==> config.mk <==
export PLATFORM = sky130hd
export DESIGN_NAME = bank_cmd_irq_ctrl
export DESIGN_NICKNAME = d
export VERILOG_FILES = /design/src/rtl/bank_ctl_pkg.sv /design/src/rtl/bank_cmd_unit.sv /design/src/rtl/bank_irq_unit.sv /design/src/rtl/bank_regfile.sv /design/src/rtl/bank_cmd_irq_ctrl.sv
export SDC_FILE = /design/constraint.sdc
export NUM_CORES = 1
export LEC_CHECK = 0
export ABC_AREA = 1
export BUFFER_PORTS_ARGS = -buffer_cell sky130_fd_sc_hd__buf_2
export CORE_AREA = 2 2 180 182
export CTS_CLUSTER_DIAMETER = 80
export DETAILED_ROUTE_END_ITERATION = 10
export DIE_AREA = 0 0 182 184
export HOLD_SLACK_MARGIN = 0.08
export PLACE_DENSITY = 0.64
export SYNTH_ARGS = -nofsm -noshare
export SYNTH_HDL_FRONTEND = slang
export SYNTH_HIERARCHICAL = 1
export SYNTH_SLANG_ARGS = --single-unit
export TNS_END_PERCENT = 50
==> constraint.sdc <==
create_clock -name clk -period 2.7 [get_ports clk]
set_clock_uncertainty 0.05 [all_clocks]
set_input_delay 0.135 -clock clk [delete_from_list [all_inputs] [get_ports clk]]
set_output_delay 0.135 -clock clk [all_outputs]
set_load 0.05 [all_outputs]
==> src/rtl/bank_ctl_pkg.sv <==
package bank_ctl_pkg;
  localparam int DATA_W   = 8;
  localparam int NUM_EVT  = 7;
  localparam int OFF_CMD  = 0;
  localparam int OFF_BND  = 3;
  localparam int OFF_STAT = 7;
  localparam int OFF_MASK = 15;

  typedef enum logic [1:0] {
    DMA_NONE  = 2'd0,
    DMA_READ  = 2'd1,
    DMA_WRITE = 2'd2,
    DMA_SEND  = 2'd3
  } dma_op_t;

  // Abort (top bit) overrides the operation field.
  function automatic dma_op_t dma_decode(input logic [2:0] cmd);
    if (cmd[2]) return DMA_NONE;
    return dma_op_t'(cmd[1:0]);
  endfunction

  function automatic logic irq_level(input logic [NUM_EVT-1:0] stat,
                                     input logic [NUM_EVT-1:0] mask);
    return |(stat & mask);
  endfunction

  // Set has priority over clear.
  function automatic logic [NUM_EVT-1:0] stat_next(input logic [NUM_EVT-1:0] cur,
                                                   input logic [NUM_EVT-1:0] set,
                                                   input logic [NUM_EVT-1:0] clr);
    return (cur & ~clr) | set;
  endfunction

  function automatic logic [DATA_W-1:0] cmd_image(input logic [1:0] page,
                                                  input logic [2:0] dma,
                                                  input logic txr,
                                                  input logic run,
                                                  input logic stp);
    return {page, dma, txr, run, stp};
  endfunction
endpackage

==> src/rtl/bank_cmd_unit.sv <==
module bank_cmd_unit
  import bank_ctl_pkg::*;
(
  input  logic              clk,
  input  logic              rst_n,
  input  logic              cr_we,
  input  logic [DATA_W-1:0] wdata,
  input  logic              tx_done,
  input  logic              tx_busy,
  input  logic              rx_busy,
  output logic [1:0]        page,
  output logic [2:0]        dma_cmd,
  output logic              tx_req,
  output logic              running,
  output logic              stop_pend,
  output logic              start_evt,
  output logic              reset_entry
);
  logic stop_evt;

  assign start_evt   = cr_we & wdata[1] & ~wdata[0];
  assign stop_evt    = cr_we & wdata[0];
  assign reset_entry = stop_pend & ~tx_busy & ~rx_busy;

  always_ff @(posedge clk) begin
    if (!rst_n) begin
      page      <= 2'd0;
      dma_cmd   <= 3'd0;
      tx_req    <= 1'b0;
      running   <= 1'b0;
      stop_pend <= 1'b0;
    end else begin
      if (cr_we) begin
        page    <= wdata[7:6];
        dma_cmd <= wdata[5:3];
      end
      if (cr_we && wdata[2]) tx_req <= 1'b1;
      else if (tx_done)      tx_req <= 1'b0;
      if (stop_evt)          stop_pend <= 1'b1;
      else if (start_evt)    stop_pend <= 1'b0;
      else if (reset_entry)  stop_pend <= 1'b0;
      if (start_evt)         running <= 1'b1;
      else if (reset_entry)  running <= 1'b0;
    end
  end

  assert_start_online_R4: assert property (@(posedge clk) disable iff (!rst_n)
    start_evt |=> (running && !stop_pend));
  assert_stop_waits_R5: assert property (@(posedge clk) disable iff (!rst_n)
    (running && (tx_busy || rx_busy) && !start_evt) |=> running);
  assert_txreq_clear_R6: assert property (@(posedge clk) disable iff (!rst_n)
    (tx_done && !(cr_we && wdata[2])) |=> !tx_req);
endmodule

==> src/rtl/bank_irq_unit.sv <==
module bank_irq_unit
  import bank_ctl_pkg::*;
(
  input  logic               clk,
  input  logic               rst_n,
  input  logic               stat_we,
  input  logic               mask_we,
  input  logic [NUM_EVT-1:0] wbits,
  input  logic [NUM_EVT-1:0] evt,
  input  logic               reset_entry,
  input  logic               start_evt,
  input  logic               ring_drain,
  output logic [DATA_W-1:0]  stat,
  output logic [DATA_W-1:0]  mask,
  output logic               irq
);
  localparam int OVW_BIT = 4;

  logic [NUM_EVT-1:0] flags;
  logic [NUM_EVT-1:0] en;
  logic               rst_flag;
  logic [NUM_EVT-1:0] clr_vec;
  logic               rst_set;
  logic               rst_clr;

  assign clr_vec = stat_we ? wbits : '0;
  assign rst_set = reset_entry | evt[OVW_BIT];
  assign rst_clr = start_evt | ring_drain;

  always_ff @(posedge clk) begin
    if (!rst_n) begin
      flags    <= '0;
      en       <= '0;
      rst_flag <= 1'b1;
    end else begin
      flags <= stat_next(flags, evt, clr_vec);
      if (mask_we) en <= wbits;
      if (rst_set)      rst_flag <= 1'b1;
      else if (rst_clr) rst_flag <= 1'b0;
    end
  end

  assign stat = {rst_flag, flags};
  assign mask = {1'b0, en};
  assign irq  = irq_level(flags, en);

  assert_event_latch_R7: assert property (@(posedge clk) disable iff (!rst_n)
    (|evt) |=> ((flags & $past(evt)) == $past(evt)));
  assert_w1c_clears_R8: assert property (@(posedge clk) disable iff (!rst_n)
    stat_we |=> ((flags & $past(wbits & ~evt)) == '0));
  assert_ovw_sets_rst_R9: assert property (@(posedge clk) disable iff (!rst_n)
    evt[OVW_BIT] |=> rst_flag);
  assert_start_clears_rst_R4: assert property (@(posedge clk) disable iff (!rst_n)
    (start_evt && !rst_set) |=> !rst_flag);
endmodule

==> src/rtl/bank_regfile.sv <==
module bank_regfile
  import bank_ctl_pkg::*;
#(
  parameter int ADDR_W = 4
) (
  input  logic              clk,
  input  logic              rst_n,
  input  logic              p0_we,
  input  logic              p1_we,
  input  logic [ADDR_W-1:0] addr,
  input  logic [DATA_W-1:0] wdata,
  output logic [DATA_W-1:0] p0_q,
  output logic [DATA_W-1:0] p1_q
);
  localparam int NREG = 1 << ADDR_W;

  logic [DATA_W-1:0] bank0 [NREG];
  logic [DATA_W-1:0] bank1 [NREG];

  for (genvar g = 0; g < NREG; g++) begin : g_cell
    always_ff @(posedge clk) begin
      if (!rst_n) begin
        bank0[g] <= '0;
        bank1[g] <= '0;
      end else begin
        if (p0_we && addr == ADDR_W'(g)) bank0[g] <= wdata;
        if (p1_we && addr == ADDR_W'(g)) bank1[g] <= wdata;
      end
    end
  end

  assign p0_q = bank0[addr];
  assign p1_q = bank1[addr];
endmodule

==> src/rtl/bank_cmd_irq_ctrl.sv <==
module bank_cmd_irq_ctrl
  import bank_ctl_pkg::*;
#(
  parameter int ADDR_W = 4
) (
  input  logic                clk,
  input  logic                rst_n,
  input  logic                host_we,
  input  logic [ADDR_W-1:0]   host_addr,
  input  logic [DATA_W-1:0]   host_wdata,
  output logic [DATA_W-1:0]   host_rdata,
  input  logic [NUM_EVT-1:0]  evt_pulse,
  input  logic                ring_drain,
  input  logic                tx_done,
  input  logic                tx_busy,
  input  logic                rx_busy,
  output logic [1:0]          page_sel,
  output logic                online,
  output logic                tx_req,
  output logic [1:0]          dma_op,
  output logic                dma_abort,
  output logic                irq
);
  logic              at_cmd, at_stat, at_mask, at_bnd;
  logic              cr_we, stat_we, mask_we, p0_we, p1_we;
  logic [2:0]        dma_cmd;
  logic              stop_pend, start_evt, reset_entry;
  logic [DATA_W-1:0] stat, mask, p0_q, p1_q, cr_q;

  assign at_cmd  = host_addr == ADDR_W'(OFF_CMD);
  assign at_stat = host_addr == ADDR_W'(OFF_STAT);
  assign at_mask = host_addr == ADDR_W'(OFF_MASK);
  assign at_bnd  = host_addr == ADDR_W'(OFF_BND);

  assign cr_we   = host_we & at_cmd;
  assign stat_we = host_we & (page_sel == 2'd0) & at_stat;
  assign mask_we = host_we & (page_sel == 2'd0) & at_mask;
  assign p0_we   = host_we & (page_sel == 2'd0) & ~at_cmd & ~at_stat & ~at_mask;
  assign p1_we   = host_we & (page_sel == 2'd1) & ~at_cmd;

  bank_cmd_unit u_cmd (
    .clk(clk), .rst_n(rst_n), .cr_we(cr_we), .wdata(host_wdata),
    .tx_done(tx_done), .tx_busy(tx_busy), .rx_busy(rx_busy),
    .page(page_sel), .dma_cmd(dma_cmd), .tx_req(tx_req), .running(online),
    .stop_pend(stop_pend), .start_evt(start_evt), .reset_entry(reset_entry)
  );

  bank_irq_unit u_irq (
    .clk(clk), .rst_n(rst_n), .stat_we(stat_we), .mask_we(mask_we),
    .wbits(host_wdata[NUM_EVT-1:0]), .evt(evt_pulse),
    .reset_entry(reset_entry), .start_evt(start_evt), .ring_drain(ring_drain),
    .stat(stat), .mask(mask), .irq(irq)
  );

  bank_regfile #(.ADDR_W(ADDR_W)) u_regs (
    .clk(clk), .rst_n(rst_n), .p0_we(p0_we), .p1_we(p1_we),
    .addr(host_addr), .wdata(host_wdata), .p0_q(p0_q), .p1_q(p1_q)
  );

  assign dma_op    = dma_decode(dma_cmd);
  assign dma_abort = dma_cmd[2];
  assign cr_q      = cmd_image(page_sel, dma_cmd, tx_req, online, stop_pend | ~online);

  always_comb begin
    host_rdata = '0;
    if (at_cmd) begin
      host_rdata = cr_q;
    end else begin
      case (page_sel)
        2'd0: begin
          if (at_stat)     host_rdata = stat;
          else if (at_bnd) host_rdata = p0_q;
        end
        2'd1: host_rdata = p1_q;
        2'd2: begin
          if (at_mask)       host_rdata = mask;
          else if (!at_stat) host_rdata = p0_q;
        end
        default: host_rdata = '0;
      endcase
    end
  end
endmodule

==> summary.txt, run 1 <==
mapped cell area - 14020 sq um
worst vdd ir - 0.4446 mV
Worst Max-Slew Pin Slew - 0.6644 ns
xor/xnor share of the synthesized area - 0%
drt first-iter violations - 1129
synth unique cells - 30
sequential element share of the synthesized area - 58.11%
PwrDens - 605.0 nW/um^2
fin crit share - 89.94%
Worst path most repeated cell - nand2_1
Synth Area in Simple Gates - 35.42%
critical path launch point type - flop
Fmax - 411.8 MHz
CP max FO - 2
GPL Wtd Cong - 0.8645
root buf cell - clkbuf_16
placed cell areas - 14600 sq um
vias in the first global route - 10.67k
H-tree depth - 1
Syn Inst Count - 1708
via count - 11.19k
Ant. Diodes - 0
# DRC - 0
final hold vios - 0
die outline height - 184 um
Die X - 182 um
Yosys top cell area share - 54.82%
R2R Setup Slk - 0.43 ns
share of layout cells above drive strength 1 - 8.725%
fin util - 50.28%
Port Buffers - 41
status - finished clean
Initial DRT Pass Iterations - 8
GR Layer Usage met2 - 38.60%
max-cap check violation count - 0
Post-Synth Adder-Cell Area - 0%
flops & latches, synth - 279
Tot Pwr - 9.549 mW
Cell Chain, Critical Path - nand2_1, nand2_1, nand2_1, nand2_1, nand2_1, nand2_1, inv_1, nand2_1, nand3_1, nand2_1, nand2_1, nand3_1, nand2_1, nand2_1, buf_2
grt ovf - 0
Starting Density - 44.67%
cell family with most CP delay - simple AND/OR/NAND/NOR gates
clock tree sinks - 279
first-pass GRT wire length - 59070 um
core box area - 31390 sq um
Async SR Flop Fraction - 0%
final setup fails - 0
NumNets Final - 1767
Place WS - 0.3469 ns
Routed WL per cell - 17.33 um
Slew Limit Fails - 0
Layout area overhead - 12.56%
worst hold-check path type - in2reg
# IOs - 42
met3 Use GR - 2.615%
mux share of post-synthesis cell area - 0%
Slowest-stage cell, CP - edfxtp_1
cell taking the most area after synthesis - edfxtp_1
CP arrival - 2.24 ns
Final Instance Area - 15780 sq um
initial antenna violation count - 0
Post-synth EDFFs - 256
CP Capture Type - primary output
slew margin rel. - 55.66%
Setup WS post-layout - 0.2717 ns
Syn Area/Cell - 8.210 sq um
GRT Total Usage - 22.57%
main combinational cell family by area after synthesis - simple AND/OR/NAND/NOR gates
Buf/Inv on CP - 2
critical path class - reg2out
Leak - 7.360 nW
M1 GR Usage - 30.44%
syn nets - 1734
crit path time final - 2.428 ns
Detail Route Antenna Nets - 0
Clock Path Buffers - 3
Via-to-Cell Ratio - 5.163
post-detail-place hpwl - 23450 um
gr busiest metal - met2
dominant synthesized flop cell - edfxtp_1
complex-gate fraction of the synthesized area - 0.8477%
top cells by area, synth - edfxtp_1 55%, nand2_1 22%, nor2_1 7.8%
Critical Path RT - 2.52 ns
Setup TNS - 0 ns
die area - 33490 sq um
TritonCTS buffer count - 30
final wirelength - 37550 um
Rows - 65
most frequent cell after synthesis - nand2_1
CTS tree - done
RSZ-0062 raised after global routing - false
Post-synth top cells - 833 x nand2_1, 290 x nor2_1, 256 x edfxtp_1
worst skew pair latency - 0.55 ns
max incr delay on CP - 0.33 ns
Warnings, synthesis - 6
largest net degree at the start of global routing - 82
Clk pin slew, worst setup/hold paths - 0.06 ns
[flip-flops by register name (all words and copies together), names as in the netlist]
| register | count |
|---|---|
| u_irq/rst_flag | 1 |
| u_cmd/stop_pend | 1 |
| u_regs/bank1 | 128 |
| u_irq/en | 7 |
| u_cmd/dma_cmd | 3 |
| u_irq/flags | 7 |
| u_regs/bank0 | 128 |
| u_cmd/page | 2 |
| u_cmd/tx_req | 1 |
| u_cmd/running | 1 |
[per-stage QoR]
step / std cells / hold WS, ns
floorplan: 1708 / 0.1691
global placement: 2083 / 0.3143
detailed placement: 2083 / 0.3278
CTS: 2167 / 0.1265
global route: 2167 / 0.1781
finish: 2167 / 0.1404
[worst reg2reg max path: stages, from the launching register on]
cell and delay (ns):
dfxtp_1 0.43, nor2_4 0.29, nand2_1 0.18, nor4_1 0.24
buf_4 0.22, nand2_1 0.06, nand2_1 0.05, a21oi_1 0.06
dlygate4sd3_1 0.57
[report_power, final]
group	total (mW)	internal (mW)	switching (mW)
combinational	0.883	0.225	0.658
sequential	4.90	4.85	0.0529
clock	3.77	2.13	1.64
[layer usage]
layer  vias to the layer above  share of wire, %
li1                       5482                 -
met3                        63               6.1
met1                      5268                43
met2                       375                48
met4                         0               2.8
met5                         -                 0
[timing repair]
item                                    4_1_cts  5_1_grt
buffers inserted                              0        0
endpoints found under the setup margin        0        0
hold buffers                                 28        0
hold endpoints to repair                     23        0
resized for setup                             0        0
[final cells by class]
cell class | instances | area [sq um]
fillers | 3000 | 15610
clock buffers | 37 | 777.0
repair buffers | 101 | 840.8
clock inverters | 19 | 128.9
multi-input cells | 1256 | 5109
inverters | 73 | 277.8
flip-flops and latches | 279 | 8148
well taps | 402 | 503.0
[cell usage in the layout, fill, tap and decap left out, drive strengths merged]
cell and instances:
clkbuf 37, nand4 32, clkinv 18, conb 1, nor3b 1, a21oi 10, nor4 1, o21ai 13
dlygate4sd3 28, clkinvlp 1, nor3 2, bufinv 1, buf 73, nand3 61, nor2 299, dfxtp 23
nand2 836, edfxtp 256, inv 72
[worst paths after layout]
path	start	endpoint	cells past startpoint
max	u_regs/bank0[13][0]$_SDFFCE_PN0P_	host_rdata[0]	15
min	host_we	u_cmd/running$_SDFFE_PN0P_	6
max reg2reg	u_cmd/page[0]$_SDFFE_PN0P_	u_irq/flags[5]$_SDFF_PN0_	8
min reg2reg	u_cmd/running$_SDFFE_PN0P_	u_cmd/running$_SDFFE_PN0P_	2
[logic make-up after synthesis]
logic type / count (synthesis)
AOI/OAI and AO/OA: 23
buffers and inverters: 173
DFF: 279
other: 1
and+or+nand+nor: 1232
No activity file was read; power rests on OpenSTA's default activity.
==> inputs of run 2 (changes only) <==
- CELL_PAD_IN_SITES_DETAIL_PLACEMENT: unset -> 1
- CELL_PAD_IN_SITES_GLOBAL_PLACEMENT: unset -> 2
- CORE_AREA: 2 2 180 182 -> 2 2 196 198
- CTS_CLUSTER_SIZE: unset -> 14
- DIE_AREA: 0 0 182 184 -> 0 0 198 200
- PLACE_DENSITY: 0.64 -> 0.82
- RECOVER_POWER: unset -> 25
==> run 2 against run 1 <==
Against the previous run:
- critical path depth down 10
- count of clock-buffer cells in the layout shrank 4
- critical endpoint is now u_regs/bank1[0][5]$_SDFFCE_PN0P_
- wire length grew 16%
- final cell count grew 4.2%
==> summary.txt, run 2 (same netlist as run 1, synthesis figures left out) <==
Psw - 2.308 mW (-1.7%)
Cell Chain, Critical Path - nand2_1, nor3_1, clkbuf_4, nand4_1, nor2_1
Gates resized, CTS repair - 0 (unchanged)
status - finished clean
RSZ-0062 raised after global routing - false
# DRC - 0 (unchanged)
Die X - 198 um (+8.8%)
largest net degree at the start of global routing - 90 (+9.8%)
# IOs - 42 (unchanged)
Hold Startpoint - host_we
crit path time final - 2.467 ns (+0.03886 ns)
final wirelength - 43600 um (+16%)
Worst Max-Slew Pin Slew - 0.8560 ns (+0.1917 ns)
Initial DRT Pass Iterations - 4 (-4)
Routed WL per cell - 19.32 um (+11%)
Critical Path RT - 3.02 ns (+0.50 ns)
hold path cells - 6 (unchanged)
vias in the first global route - 11.57k (+8.5%)
TritonCTS buffer count - 24 (-20%)
clock power share - 35.8% (-3.7 points)
core box area - 37400 sq um (+19%)
Leak - 7.151 nW (-2.8%)
Rows - 71 (+9.2%)
GRT Total Usage - 22.45% (-0.12 points)
via count - 11.28k (+0.83%)
CP max FO - 32 (+30)
NumNets Final - 1761 (-0.34%)
Place WS - 0.3704 ns (+0.02350 ns)
worst hold-check path type - in2reg
final setup fails - 0 (unchanged)
Internal - 6.749 mW (-6.3%)
die outline height - 200 um (+8.7%)
Via-to-Cell Ratio - 4.998 (-3.2%)
commonest cells after routing, fill and taps aside - 833 x nand2_1, 289 x nor2_1, 256 x edfxtp_1
final hold vios - 0 (unchanged)
number of cells on the worst reg-to-reg path - 5 (-3)
max incr delay on CP - 0.58 ns (+0.25 ns)
Slowest-stage cell, CP - dfxtp_1
die area - 39600 sq um (+18%)
post-detail-place hpwl - 27000 um (+15%)
Slew Limit Fails - 0 (unchanged)
R2R Setup Slk - 0.23 ns (-0.20 ns)
critical register-to-register path endpoint - u_regs/bank1[0][5]$_SDFFCE_PN0P_
Hold Crit Endpoint - u_cmd/dma_cmd[2]$_SDFFE_PN0P_
grt ovf - 0 (unchanged)
initial antenna violation count - 0 (unchanged)
PwrDens - 581.0 nW/um^2 (-4.0%)
share of total power in sequential cells - 54.0% (+2.7 points)
Clk pin slew, worst setup/hold paths - 0.07 ns (about the same)
placed cells - 2191 (+5.2%)
fin crit share - 91.38% (+1.4 points)
Buf/Inv on CP - 1 (-1)
Final Instance Area - 15590 sq um (-1.2%)
fillers - 4503 (+50%)
worst vdd ir - 0.4881 mV (+9.8%)
worst skew pair latency - 0.53 ns (-0.02 ns)
clock tree sinks - 279 (unchanged)
max-cap check violation count - 0 (unchanged)
Layout area overhead - 11.17%
share of layout cells above drive strength 1 - 6.701% (-2.0 points)
biggest regs - u_regs/bank0 (128), u_regs/bank1 (128)
worst r2r src - u_cmd/page[0]$_SDFFE_PN0P_
Detail Route Antenna Nets - 0 (unchanged)
CP arrival - 2.79 ns (+0.55 ns)
CP Capture Type - flop
Net Sw Frac - 25.48% (+0.91 points)
Ant. Diodes - 0 (unchanged)
placed cell areas - 14730 sq um (+0.88%)
non-filler cells, final - 2257 (+4.2%)
slew margin rel. - 42.72% (-13 points)
Setup TNS - 0 ns (unchanged)
Setup WS post-layout - 0.2328 ns (-0.03886 ns)
root buf cell - clkbuf_16
Port Buffers - 41 (unchanged)
cell family with most CP delay - simple AND/OR/NAND/NOR gates
first-pass GRT wire length - 67550 um (+14%)
critical path launch point type - flop
Fmax - 405.3 MHz (-1.6%)
drt first-iter violations - 695 (-38%)
CTS tree - done
Starting Density - 37.49% (-7.2 points)
most common cell after layout, fill and taps aside - nand2_1
GPL Wtd Cong - 0.7896 (-8.7%)
H-tree depth - 1 (unchanged)
fin util - 41.68% (-8.6 points)
Comb pwr share - 10.1% (+0.9 points)
critical path class - reg2reg
Clock Path Buffers - 3 (unchanged)
-- run 2: repair_timing --
item / 4_1_cts / 5_1_grt
hold buffers: 29 / 0
buffers inserted: 0 / 0
endpoints found under the hold margin: 23 / 0
-- run 2: area by class of cell --
cell class              instances  area (sq um)  share of cell area, %
flip-flops and latches        279          8148                  52.27
multi-input cells            1256          5030                  32.27
repair buffers                101         813.3                  5.217
clock buffers                  33         655.6                  4.206
well taps                     511         639.4                  4.101
inverters                      73         277.8                  1.782
clock inverters                 4         25.02                 0.1605
-- run 2: worst register-to-register path, stage by stage, from the launching register on --
cell      delay (ns)
dfxtp_1         0.58
nand2_1         0.15
nor3_1          0.28
clkbuf_4        0.53
nand4_1         0.48
nor2_1          0.24
-- run 2: worst max path at each step --
stage                                      startpoint                               end  slack [ns]  cells past startpoint
global route         u_regs/bank0[5][3]$_SDFFCE_PN0P_                     host_rdata[3]        0.03                     15
global placement                         host_addr[0]                     host_rdata[0]        0.39                     18
CTS                 u_regs/bank0[15][3]$_SDFFCE_PN0P_                     host_rdata[3]        0.29                     15
floorplan                  u_cmd/page[0]$_SDFFE_PN0P_  u_regs/bank0[7][0]$_SDFFCE_PN0P_        0.05                      7
detailed placement                       host_addr[0]                     host_rdata[3]        0.37                     17
finish                     u_cmd/page[0]$_SDFFE_PN0P_  u_regs/bank1[0][5]$_SDFFCE_PN0P_        0.23                      5
-- run 2: per-layer routing --
layer	wire, um	global-route usage, %	share of wire (%)	vias up
met1	20680	31.40	47	5559
met5	0	0	0	-
li1	-	-	-	5448
met4	885	5.402	2.0	0
met2	20320	37.66	47	224
met3	1721	2.335	3.9	50
-- run 2: power groups by stage --
| stage | Clock (mW) | Combinational (mW) | Sequential, mW |
|---|---|---|---|
| after global routing | 3.48 | 1.01 | 4.91 |
| after detailed placement | 0 | 0.897 | 4.99 |
| after floorplan | 0 | 0.558 | 4.97 |
| final | 3.25 | 0.917 | 4.89 |
| after CTS | 3.34 | 0.931 | 4.89 |
| after global placement | 0 | 0.885 | 4.99 |
-- run 2: metrics by stage --
stage	power [mW]	hold WS (ns)
finish	9.057	0.09281
global route	9.399	0.1004
detailed placement	5.887	0.3132
global placement	5.871	0.3044
CTS	9.161	0.09704
floorplan	5.528	0.1691
==> inputs of run 3 (changes only) <==
- CORE_AREA: 2 2 196 198 -> 5 5 191 193
- DIE_AREA: 0 0 198 200 -> 0 0 196 198
- PLACE_DENSITY: 0.82 -> 0.88
- clock period: 2.7 -> 3.17 ns (I/O delays scaled with it)
==> run 3 against run 2 <==
Against the previous run:
- non-clock buffer count rose by 2
- utilization is 3.4 points higher
- final cell count shrank 2.5%
- worst setup slack better by 0.33 ns
- cell area down 0.64%
- critical path depth is 13 higher
- clock power is 17% lower
- sequential share of layout area rose by 0.34 points
- count of clock-buffer cells in the layout shrank 2
- largest power group unchanged
==> summary.txt, run 3 (same netlist as run 1, synthesis figures left out) <==
CP Launch Point - host_addr[0]
GRT Total Usage - 22.54% (+0.087 points)
drt first-iter violations - 751 (+8.1%)
Slowest-stage cell, CP - buf_12
NumNets Final - 1763 (+0.11%)
Rows - 68 (-4.2%)
Port Buffers - 41 (unchanged)
Setup TNS - 0 ns (unchanged)
CTS tree - done
H-tree depth - 1 (unchanged)
biggest regs - u_regs/bank0 (128), u_regs/bank1 (128)
largest net degree at the start of global routing - 98 (+8.9%)
Cell Chain, Critical Path - buf_4, clkinv_2, buf_12, nand2_1, nand2_1, nand2_1, nand2_1, nand2_1, nand2_1, inv_1, nand2_1, nand3_1, nand2_1, nand2_1, nand3_1, nand2_1, nand2_1, buf_2
grt ovf - 0 (unchanged)
core box area - 34370 sq um (-8.1%)
worst hold-check path type - in2reg
final wirelength - 44390 um (+1.8%)
clock tree sinks - 279 (unchanged)
commonest cells after routing, fill and taps aside - 834 x nand2_1, 289 x nor2_1, 256 x edfxtp_1
first-pass GRT wire length - 68610 um (+1.6%)
Critical Path RT - 2.96 ns (-0.06 ns)
max incr delay on CP - 0.36 ns (-0.22 ns)
CP max FO - 97 (+200%)
final hold vios - 0 (unchanged)
TritonCTS buffer count - 24 (unchanged)
root buf cell - clkbuf_16
# DRC - 0 (unchanged)
Clk pin slew, worst setup/hold paths - 0.06 ns (about the same)
# IOs - 42 (unchanged)
Leak - 7.137 nW (-0.19%)
fillers - 4135 (-8.2%)
status - finished clean
Buf/Inv on CP - 5 (+4)
Worst Max-Slew Pin Slew - 0.9354 ns (+0.07938 ns)
Detail Route Antenna Nets - 0 (unchanged)
most common cell after layout, fill and taps aside - nand2_1
Worst path most repeated cell - nand2_1
register area - 8148 sq um (unchanged)
Starting Density - 40.79% (+3.3 points)
Tot Pwr - 7.652 mW (-16%)
via count - 11.36k (+0.73%)
post-detail-place hpwl - 28240 um (+4.6%)
critical path launch point type - input port
Gates resized, CTS repair - 0 (unchanged)
Via-to-Cell Ratio - 5.163 (+3.3%)
final setup fails - 0 (unchanged)
initial antenna violation count - 0 (unchanged)
worst r2r src - u_cmd/page[0]$_SDFFE_PN0P_
Routed WL per cell - 20.17 um (+4.4%)
die outline height - 198 um (-1.0%)
Die X - 196 um (-1.0%)
Ant. Diodes - 0 (unchanged)
CP Capture Type - primary output
Multi-input gate area - 5029 sq um (about the same)
max-cap check violation count - 0 (unchanged)
RSZ-0062 raised after global routing - false
CP arrival - 2.39 ns (-0.40 ns)
PwrDens - 494.1 nW/um^2 (-15%)
die area - 38810 sq um (-2.0%)
Fmax - 384.2 MHz
GPL Wtd Cong - 0.8108 (+2.7%)
Hold Startpoint - host_we
worst skew pair latency - 0.54 ns (about the same)
crit path time final - 2.603 ns
Clock Path Buffers - 3 (unchanged)
vias in the first global route - 11.86k (+2.5%)
worst vdd ir - 0.3430 mV (-30%)
hold slack final - 0.3409 ns (+0.2481 ns)
fin crit share - 82.10%
share of layout cells above drive strength 1 - 6.701% (unchanged)
Initial DRT Pass Iterations - 6 (+2)
Slew Limit Fails - 0 (unchanged)
Layout area overhead - 10.46%
cell family with most CP delay - simple AND/OR/NAND/NOR gates
critical path class - in2out
slew margin rel. - 37.57% (-5.1 points)
run 3: stage by stage:
step / setup WS, ns / area, sq um / util, % / std cells
final: 0.5675 / 15490 / 45.06 / 2201
after global routing: 0.3673 / 15490 / 45.06 / 2201
after CTS: 0.6122 / 15580 / 45.33 / 2201
after detailed placement: 0.6394 / 14620 / 42.54 / 2136
after global placement: 0.6545 / 14620 / 42.54 / 2136
after floorplan: 0.4434 / 14020 / - / 1708
run 3: final timing paths:
check                                      to  slack [ns]  cells past startpoint
max                             host_rdata[6]        0.57                     18
min                u_cmd/page[0]$_SDFFE_PN0P_        0.34                      6
max reg2reg  u_regs/bank0[7][1]$_SDFFCE_PN0P_        0.71                      7
min reg2reg     u_cmd/dma_cmd[0]$_SDFFE_PN0P_        0.50                      2
run 3: final cells by class:
type / instances / share of cell area (%)
Inverter: 73 / 1.793
Tap cell: 455 / 3.676
Clock inverter: 4 / 0.2181
Timing Repair Buffer: 103 / 5.194
Clock buffer: 31 / 4.047
Sequential cell: 279 / 52.61
Multi-Input combinational cell: 1256 / 32.47
run 3: timing repair:
action                    in CTS  in global routing
hold endpoints to repair      23                  0
hold buffers                  30                  0
buffers inserted               0                  0
run 3: routing by layer:
layer  part of all wire [%]  routed length (um)  track usage (%)
met1                     45               20060            30.44
met4                    1.6                 728            4.060
met3                    4.4                1950            2.757
met5                      0                   0                0
met2                     49               21650            39.71
run 3: worst min-delay path, cell delays in order:
cell	delay, ns
buf_2	0.12
inv_1	0.08
nor2_1	0.05
clkbuf_1	0.23
o21ai_1	0.19
nor2_1	0.04
run 3: power breakdown:
group          switching (mW)  total (mW)  internal [mW]  leakage (nW)
Combinational           0.586       0.771          0.184          3.93
Clock                    1.32        2.71           1.39         0.324
Sequential             0.0484        4.17           4.12          2.89
Total                    1.96        7.65           5.69          7.14
